### config.mk
export PLATFORM = sky130hd
export DESIGN_NAME = hsync_window_filter
export DESIGN_NICKNAME = d
export VERILOG_FILES = /design/src/rtl/hsf_pkg.sv /design/src/rtl/hsf_edge_track.sv /design/src/rtl/hsf_window_ctl.sv /design/src/rtl/hsf_out_shape.sv /design/src/rtl/hsync_window_filter.sv
export SDC_FILE = /design/constraint.sdc
export NUM_CORES = 1
export LEC_CHECK = 0
export BUFFER_PORTS_ARGS = -buffer_cell sky130_fd_sc_hd__clkbuf_2
export CAP_MARGIN = 40
export CORE_MARGIN = 3
export CORE_UTILIZATION = 48
export DETAILED_ROUTE_END_ITERATION = 10
export HOLD_SLACK_MARGIN = 0.02
export PLACE_DENSITY_LB_ADDON = 0.05
export SYNTH_ARGS = -nofsm -noshare
export SYNTH_HDL_FRONTEND = slang
export SYNTH_SLANG_ARGS = --single-unit
### constraint.sdc
create_clock -name clk -period 5.21 [get_ports clk]
set_clock_uncertainty 0.1 [all_clocks]
set_input_delay 1.042 -clock clk [delete_from_list [all_inputs] [get_ports clk]]
set_output_delay 1.042 -clock clk [all_outputs]
set_load 0.02 [all_outputs]
### src/rtl/hsf_pkg.sv
package hsf_pkg;
  // Is the measured distance within +/- win cycles of the predicted period?
  function automatic logic in_window(input int ph, input int per, input int win);
    return (ph >= per - win) && (ph <= per + win);
  endfunction

  // Has the window around the prediction just closed?
  function automatic logic window_closed(input int ph, input int per, input int win);
    return ph == per + win;
  endfunction
endpackage

### src/rtl/hsf_edge_track.sv
module hsf_edge_track #(
  parameter int WID_W = 8
) (
  input  logic             clk,
  input  logic             rst_n,
  input  logic             hs_raw,
  input  logic             accept,
  output logic             rise,
  output logic             trk,
  output logic [WID_W-1:0] width
);
  logic             hs_q;
  logic [WID_W-1:0] wcnt;

  assign rise = hs_raw & ~hs_q;

  always_ff @(posedge clk) begin
    if (!rst_n) begin
      hs_q  <= 1'b0;
      trk   <= 1'b0;
      wcnt  <= '0;
      width <= WID_W'(1);
    end else begin
      hs_q <= hs_raw;
      if (accept) begin
        trk  <= 1'b1;
        wcnt <= WID_W'(1);
      end else if (trk) begin
        if (hs_raw) begin
          wcnt <= (wcnt == '1) ? wcnt : wcnt + 1'b1;
        end else begin
          trk   <= 1'b0;
          width <= wcnt;
        end
      end
    end
  end
endmodule

### src/rtl/hsf_window_ctl.sv
module hsf_window_ctl #(
  parameter int PER_W      = 12,
  parameter int WIN_W      = 6,
  parameter int SCORE_W    = 4,
  parameter int LOCK_RUN   = 4,
  parameter int LOSS_LIMIT = 3
) (
  input  logic               clk,
  input  logic               rst_n,
  input  logic               rise,
  input  logic [WIN_W-1:0]   win_half,
  output logic               accept,
  output logic               miss,
  output logic               locked,
  output logic [SCORE_W-1:0] score
);
  localparam int RUN_W = $clog2(LOCK_RUN + 1);

  logic [PER_W-1:0] phase;
  logic [PER_W-1:0] period;
  logic             has_ref;
  logic [RUN_W-1:0] run;
  logic             in_win;
  logic             win_end;
  logic             loss;

  assign in_win  = hsf_pkg::in_window(int'(phase), int'(period), int'(win_half));
  assign win_end = hsf_pkg::window_closed(int'(phase), int'(period), int'(win_half));
  assign accept  = rise && (!locked || in_win);
  assign miss    = locked && !accept && win_end;
  assign loss    = miss && (int'(score) + 1 > LOSS_LIMIT);

  always_ff @(posedge clk) begin
    if (!rst_n) begin
      phase   <= '0;
      period  <= '0;
      has_ref <= 1'b0;
      run     <= '0;
      locked  <= 1'b0;
      score   <= '0;
    end else begin
      // timing reference
      if (accept) begin
        phase   <= PER_W'(1);
        has_ref <= 1'b1;
        if (has_ref) period <= phase;
      end else if (miss) begin
        phase <= PER_W'(int'(win_half) + 1);
      end else begin
        phase <= (phase == '1) ? phase : phase + 1'b1;
      end

      // miss/good score
      if (accept) begin
        score <= (score == '0) ? score : score - 1'b1;
      end else if (miss) begin
        score <= (score == '1) ? score : score + 1'b1;
      end

      // run of consistent intervals while acquiring
      if (!locked && accept) begin
        if (has_ref && period != '0 && in_win)
          run <= (int'(run) >= LOCK_RUN) ? run : run + 1'b1;
        else
          run <= '0;
      end

      // lock state
      if (!locked) begin
        if (int'(run) >= LOCK_RUN && score == '0) locked <= 1'b1;
      end else if (loss) begin
        locked <= 1'b0;
        run    <= '0;
      end
    end
  end
endmodule

### src/rtl/hsf_out_shape.sv
module hsf_out_shape #(
  parameter int WID_W = 8
) (
  input  logic             clk,
  input  logic             rst_n,
  input  logic             hs_raw,
  input  logic             accept,
  input  logic             trk,
  input  logic             miss,
  input  logic [WID_W-1:0] width,
  input  logic             filt_en,
  input  logic             regen_en,
  output logic             hs_filt,
  output logic             hs_regen
);
  logic [WID_W-1:0] gen_left;
  logic             pass;

  assign pass = hs_raw && (accept || trk);

  always_ff @(posedge clk) begin
    if (!rst_n) begin
      gen_left <= '0;
      hs_filt  <= 1'b0;
      hs_regen <= 1'b0;
    end else begin
      if (miss)
        gen_left <= width - 1'b1;
      else if (gen_left != '0)
        gen_left <= gen_left - 1'b1;
      hs_filt  <= filt_en  ? pass : hs_raw;
      hs_regen <= regen_en ? (pass || miss || gen_left != '0) : hs_raw;
    end
  end
endmodule

### src/rtl/hsync_window_filter.sv
module hsync_window_filter #(
  parameter int PER_W      = 12,
  parameter int WIN_W      = 6,
  parameter int WID_W      = 8,
  parameter int SCORE_W    = 4,
  parameter int LOCK_RUN   = 4,
  parameter int LOSS_LIMIT = 3
) (
  input  logic               clk,
  input  logic               rst_n,
  input  logic               hs_raw,
  input  logic [WIN_W-1:0]   win_half,
  input  logic               filt_en,
  input  logic               regen_en,
  output logic               hs_filt,
  output logic               hs_regen,
  output logic               locked,
  output logic [SCORE_W-1:0] miss_score
);
  logic             rise_w;
  logic             trk_w;
  logic [WID_W-1:0] width_w;
  logic             acc_w;
  logic             miss_w;

  hsf_edge_track #(.WID_W(WID_W)) edge_i (
    .clk(clk), .rst_n(rst_n), .hs_raw(hs_raw), .accept(acc_w),
    .rise(rise_w), .trk(trk_w), .width(width_w)
  );

  hsf_window_ctl #(
    .PER_W(PER_W), .WIN_W(WIN_W), .SCORE_W(SCORE_W),
    .LOCK_RUN(LOCK_RUN), .LOSS_LIMIT(LOSS_LIMIT)
  ) win_i (
    .clk(clk), .rst_n(rst_n), .rise(rise_w), .win_half(win_half),
    .accept(acc_w), .miss(miss_w), .locked(locked), .score(miss_score)
  );

  hsf_out_shape #(.WID_W(WID_W)) out_i (
    .clk(clk), .rst_n(rst_n), .hs_raw(hs_raw), .accept(acc_w), .trk(trk_w),
    .miss(miss_w), .width(width_w), .filt_en(filt_en), .regen_en(regen_en),
    .hs_filt(hs_filt), .hs_regen(hs_regen)
  );
endmodule

==> impl_metrics.toml, run 1 <==
[timing]
relSlewSlack = 0.516
period_share = 0.956
fmax_mhz = 201
period_needed_ns = 4.98
setup_slack_ns = 0.228
rsz0062_at_grt = "false"
hold_slack_ns = 0.385
maxSlewViolCount = 0
hold_viol_final = 0
worstMarginPinSlew_ns = 0.726
finalSetupViolations = 0

[clock_network]
root_buffer = "clkbuf_8"
cts_setup_buffers = 0
cts_tree = "built"
htree_levels = 3
cts.sinks = 61
path_clk_slew_ns = 0.08
numCtsBuffers = 9
clockBufferDepth = 2
hold_buffers = 0
cts_resized = 0
insertion_delay_ns = 0.34

[floorplanning]
die_h_um = 99.3
die_area_um2 = 9860
fp.coreArea_um2 = 8340
io_pins = 18
die_width_um = 99.3
initial_utilization = 0.501
fp-row-count = 33

[synthesis]
synthArstFlopShare = 0
synth_compound_area_frac = 0.141
synth_simple_gate_area_frac = 0.218
syn_avg_cell_area_um2 = 8.53
yosysTopAreaCell = "dfxtp_1"
yosysWarnings = 0
yosysUniqueCellTypes = 53
synth_area_um2 = 4180
synth_edf_count = 0
yosys.area.top_type_share = 0.292
synth_nets = 550
synthCells = 490
ys_top_cells_by_count = "dfxtp_1, ha_1, nand2_1"
synthMuxAreaShare = 0.0551
synth_xor_xnor_area_share = 0.103
ys_dominant_reg_cell = "dfxtp_1"
yosysSeqAreaShare = 0.292
synth_top_family_by_area = "simple AND/OR/NAND/NOR gates"
yosysMostFrequentCell = "dfxtp_1"
synth-seq-cells = 61
synth_fa_ha_area_frac = 0.152
synth_area_leaders = "dfxtp_1, ha_1, xnor2_1"

[drt]
ant_nets = 0
drt_wl_total_um = 9570
wl_per_cell_um = 15.0
drt_iter0_drc = 124
drc = 0
vias_per_cell = 5.44
vias = 3478
firstDrtPassIters = 4

[final_layout]
drive_gt1_frac = 0.152
utilization = 0.575
fin_area_um2 = 4800
final_nets = 589
antenna_cells = 0
syn2layout_area_growth_pct = 14.8

[setup_path]
cp-end-kind = "flip-flop"
worstSetupPathType = "in -> reg"
r2r_cells = 23
arrival_ns = 5.15
cp_max_fo = 3
crit_required_ns = 5.38
cp-start-kind = "input pin"
r2r_start = "win_i.period[1]"
r2r_end = "win_i.score[3]"
rrSetupSlack_ns = 0.63

[place]
hpwl_um = 7200
port_buffers = 17
place.gp.congestion = 0.901
pre_cts_slack_ns = -0.182
place_area_um2 = 4570

[global_routing]
grt_pass1_vias = 3417
grt_pass1_wl_um = 16300
antenna_found_initial = 0
overflow = 0
track_usage = 0.205
grt_max_degree = 38

[worst_hold_path]
min_path_type = "reg -> reg"
hold_depth = 2
holdPathEnd = "edge_i.width[6]"
holdCritStartpoint = "edge_i.wcnt[6]"

[run_status]
status = "finished, final reports clean"

[power]
cellLeakagePower_nw = 2.02
peakVddDrop_mv = 0.230
pwr_density_cell_nw_per_um2 = 287

[flow_run]
maxCapViolCount = 0
-- stage by stage --
stage	TNS, ns	power (mW)	cells
finish	0	1.38	639
global route	0	1.46	639
floorplan	0	0.815	490
detailed placement	-0.364	0.943	623
CTS	0	1.38	639
global placement	-0.0847	0.933	623
-- cells in the final DEF (no fill, tap or decap), types with 3 or more instances in the layout --
master / instances
xnor2_1: 30
buf_4: 28
a31oi_1: 4
clkbuf_2: 17
nor2_1: 39
inv_1: 22
mux2i_1: 23
clkbuf_8: 10
a21o_1: 7
nor4_1: 4
dfxtp_1: 61
or3_1: 4
and2_1: 4
a21boi_0: 8
nand3_1: 17
nand2_1: 44
nand2b_1: 9
and3_1: 6
o21ai_0: 7
ha_1: 45
clkinv_2: 3
a211oi_1: 7
a21oi_1: 24
nand4_1: 10
xor2_1: 19
nor2b_1: 19
nor3_1: 14
-- worst max-delay path by stage --
stage | start | to | slack (ns) | depth (start not counted)
detailed placement | win_half[1] | out_i.gen_left[6] | -0.18 | 24
global placement | win_half[0] | out_i.gen_left[6] | -0.07 | 21
finish | win_half[1] | win_i.score[3] | 0.23 | 25
floorplan | win_half[1] | out_i.gen_left[6] | 0.04 | 25
global route | win_half[1] | win_i.score[3] | 0.006 | 25
CTS | win_half[0] | out_i.gen_left[6] | 0.10 | 21
-- routing by layer --
metal / wire length (um) / track usage
met3: 239 / 0.0295
met1: 4580 / 0.271
met2: 4620 / 0.345
met4: 131 / 0.0630
met5: 0 / 0
-- registers in the layout (all words and copies together) (netlist names), 3 cells and up --
| name | count |
|---|---|
| edge_i.wcnt | 8 |
| edge_i.width | 8 |
| out_i.gen_left | 8 |
| win_i.period | 12 |
| win_i.phase | 12 |
| win_i.run | 3 |
| win_i.score | 4 |
-- critical path, stage by stage --
cell,delay [ns]
clkbuf_2,0.09
inv_1,0.05
ha_1,0.30
nor2b_1,0.13
o21ai_1,0.17
a21oi_1,0.11
o21ai_1,0.13
nand2b_1,0.10
a21o_1,0.23
nor4_2,0.18
xnor2_1,0.16
ha_1,0.27
nand4_1,0.12
nor4_1,0.07
a221o_1,0.33
a211o_1,0.30
o21a_4,0.15
o21ai_4,0.13
inv_2,0.06
ha_1,0.26
a21oi_1,0.14
nor2b_1,0.07
o221ai_1,0.17
o311a_1,0.21
mux2i_1,0.17
-- logic make-up after synthesis --
| group | after synthesis |
|---|---|
| AOI/OAI and AO/OA | 84 |
| and+or+nand+nor | 183 |
| adders and majority gates | 49 |
| xor gates and xnor gates | 49 |
| buffers and inverters | 41 |
| DFF | 61 |
| muxes | 23 |
-- cell type report --
type	count	area, um^2
fillers	811	3540
multi-input cells	388	2840
flip-flops and latches	61	1220
repair buffers	46	315
clock buffers	10	138
well taps	105	131
inverters	23	86.3
clock inverters	6	62.6
-- power breakdown --
part,switching [mW],internal (mW)
Clock,0.203,0.233
Combinational,0.204,0.191
Sequential,0.0385,0.508
(Power assumes the default switching activity.)
==> inputs of run 2 (changes only) <==
SYNTH_HIERARCHICAL = 1   (was unset)
==> run 2 against run 1 <==
  * Via count grew 9.8%
  * Critical path depth fell by 4
  * Count of clock-buffer cells in the layout fell by 1
  * Sequential power about the same
==> impl_metrics.toml, run 2 <==
[drt]
drt_wl_total_um = 10700
ant_nets = 0
vias_per_cell = 5.50
vias = 3819
firstDrtPassIters = 4
drc = 0
drt_iter0_drc = 117
wl_per_cell_um = 15.4

[timing]
fmax_mhz = 201
finalSetupViolations = 0
hold_slack_ns = 0.406
period_share = 0.957
worstMarginPinSlew_ns = 0.863
relSlewSlack = 0.425
rsz0062_at_grt = "true"
period_needed_ns = 4.99
hold_viol_final = 0
maxSlewViolCount = 0

[synthesis]
synth_edf_count = 0
synth-seq-cells = 61
yosys.area.top_type_share = 0.268
yosysWarnings = 6
yosysUniqueCellTypes = 81
yosysMostFrequentCell = "dfxtp_1"
synth_area_leaders = "dfxtp_1, ha_1, mux2i_1"
yosysTopAreaCell = "dfxtp_1"
ys_top_cells_by_count = "dfxtp_1, ha_1, nor2_1"
yosysSeqAreaShare = 0.268
synthCells = 517
syn_avg_cell_area_um2 = 8.81
ys_dominant_reg_cell = "dfxtp_1"
synth_area_um2 = 4560
synthArstFlopShare = 0
synth_nets = 578

[floorplanning]
io_pins = 18
initial_utilization = 0.508
die_area_um2 = 10700
fp-row-count = 34
die_h_um = 103
die_width_um = 103
fp.coreArea_um2 = 8980

[setup_path]
timing.critical_path.mode_cell = "ha_1"
cp-start-kind = "input pin"
arrival_ns = 5.13
critPathSlowestCell = "a311oi_4"
cp-end-kind = "flip-flop"
cp_max_fo = 5
crit_chain = "clkbuf_2 > ha_1 > fa_2 > nor2b_2 > o311a_1 > nor2_1 > nor2_1 > nor2_2 > nor2b_1 > xnor2_1 > ha_1 > nand3_2 > o21bai_1 > a311oi_4 > o31ai_4 > buf_4 > ha_1 > a21oi_1 > nor2b_1 > a22o_1 > o22ai_1"
r2r_cells = 20
crit_required_ns = 5.35
slowest_delay_ns = 0.41
worstSetupPathType = "in -> reg"

[clock_network]
cts_setup_buffers = 0
cts_resized = 0
cts.sinks = 61
insertion_delay_ns = 0.35
hold_buffers = 0
root_buffer = "clkbuf_8"
clockBufferDepth = 2
path_clk_slew_ns = 0.08
cts_tree = "built"
numCtsBuffers = 9
htree_levels = 3

[final_layout]
final_cell_mix = "dfxtp_1, ha_1, buf_4"
largestRegisters = "win_i/period: 12 flops, win_i/phase: 12 flops"
final_nets = 624
final_cell_count_no_fill = 694
antenna_cells = 0
syn2layout_area_growth_pct = 14.6
mostFrequentLayoutCell = "dfxtp_1"
drive_gt1_frac = 0.171

[flow_run]
maxCapViolCount = 0

[global_routing]
grt_pass1_wl_um = 17900
grt_pass1_vias = 3652
grt_max_degree = 42
overflow = 0
track_usage = 0.214
antenna_found_initial = 0

[run_status]
status = "finished, final reports clean"

[power]
peakVddDrop_mv = 0.197
pwr_density_cell_nw_per_um2 = 262
total_power_mw = 1.37
cellLeakagePower_nw = 2.25

[place]
port_buffers = 17
place.gp.congestion = 0.824
dp.cells = 678
hpwl_um = 8170

[worst_hold_path]
hold_depth = 2
min_path_type = "reg -> reg"
[run 2: final timing paths]
| path | start | end | slack (ns) |
|---|---|---|---|
| worst max-delay path | win_half[0] | win_i/score[3] | 0.22 |
| worst min-delay path | win_i/run[1] | win_i/run[1] | 0.41 |
| worst max register to register | win_i/period[0] | win_i/score[3] | 0.58 |
| worst min register to register | win_i/run[1] | win_i/run[1] | 0.41 |
[run 2: cell families (layout without fill, tap and decap cells)]
group,Yosys count,count (layout),synth area share
AO/OA/AOI/OAI,93,93,0.156
XOR/XNOR,37,37,0.0711
adder cells (fa/ha/maj),50,50,0.142
buffers and inverters,48,99,0.0480
flip-flops,61,61,0.268
multiplexers,35,35,0.0772
AND/OR/NAND/NOR,193,193,0.237
[run 2: cell type report]
class	instances	area [um^2]
fillers	851	3750
multi-input cells	408	3180
flip-flops and latches	61	1220
repair buffers	53	368
well taps	126	158
clock buffers	9	124
inverters	30	113
clock inverters	7	58.8
[run 2: layer usage]
metal	global-route usage	routed length (um)	vias up
met5	0	0	-
li1	-	-	1945
met3	0.0382	352	11
met4	0.0448	91	0
met2	0.329	4730	48
met1	0.312	5500	1815
[run 2: where the power goes]
group	total, mW	internal [mW]	switching (mW)
Sequential	0.546	0.506	0.0405
Clock	0.407	0.179	0.228
Combinational	0.415	0.204	0.212
Total	1.37	0.888	0.480
[run 2: critical path, delay by kind of cell]
| kind | cells | cell delay, ns |
|---|---|---|
| compound gates | 7 | 1.52 |
| xor+xnor | 1 | 0.12 |
| fa+ha+maj | 4 | 1.21 |
| buf+inv | 2 | 0.27 |
| simple gates | 7 | 0.94 |
[run 2: metrics by stage]
step	util	setup WS, ns	area [um^2]	setup TNS [ns]
after global placement	0.559	-0.141	5010	-0.616
after floorplan	-	0.00733	4600	0
after detailed placement	0.559	-0.223	5010	-1.05
after global routing	0.582	-0.0535	5220	-0.0535
after CTS	0.579	0.148	5200	0
final	0.582	0.223	5220	0
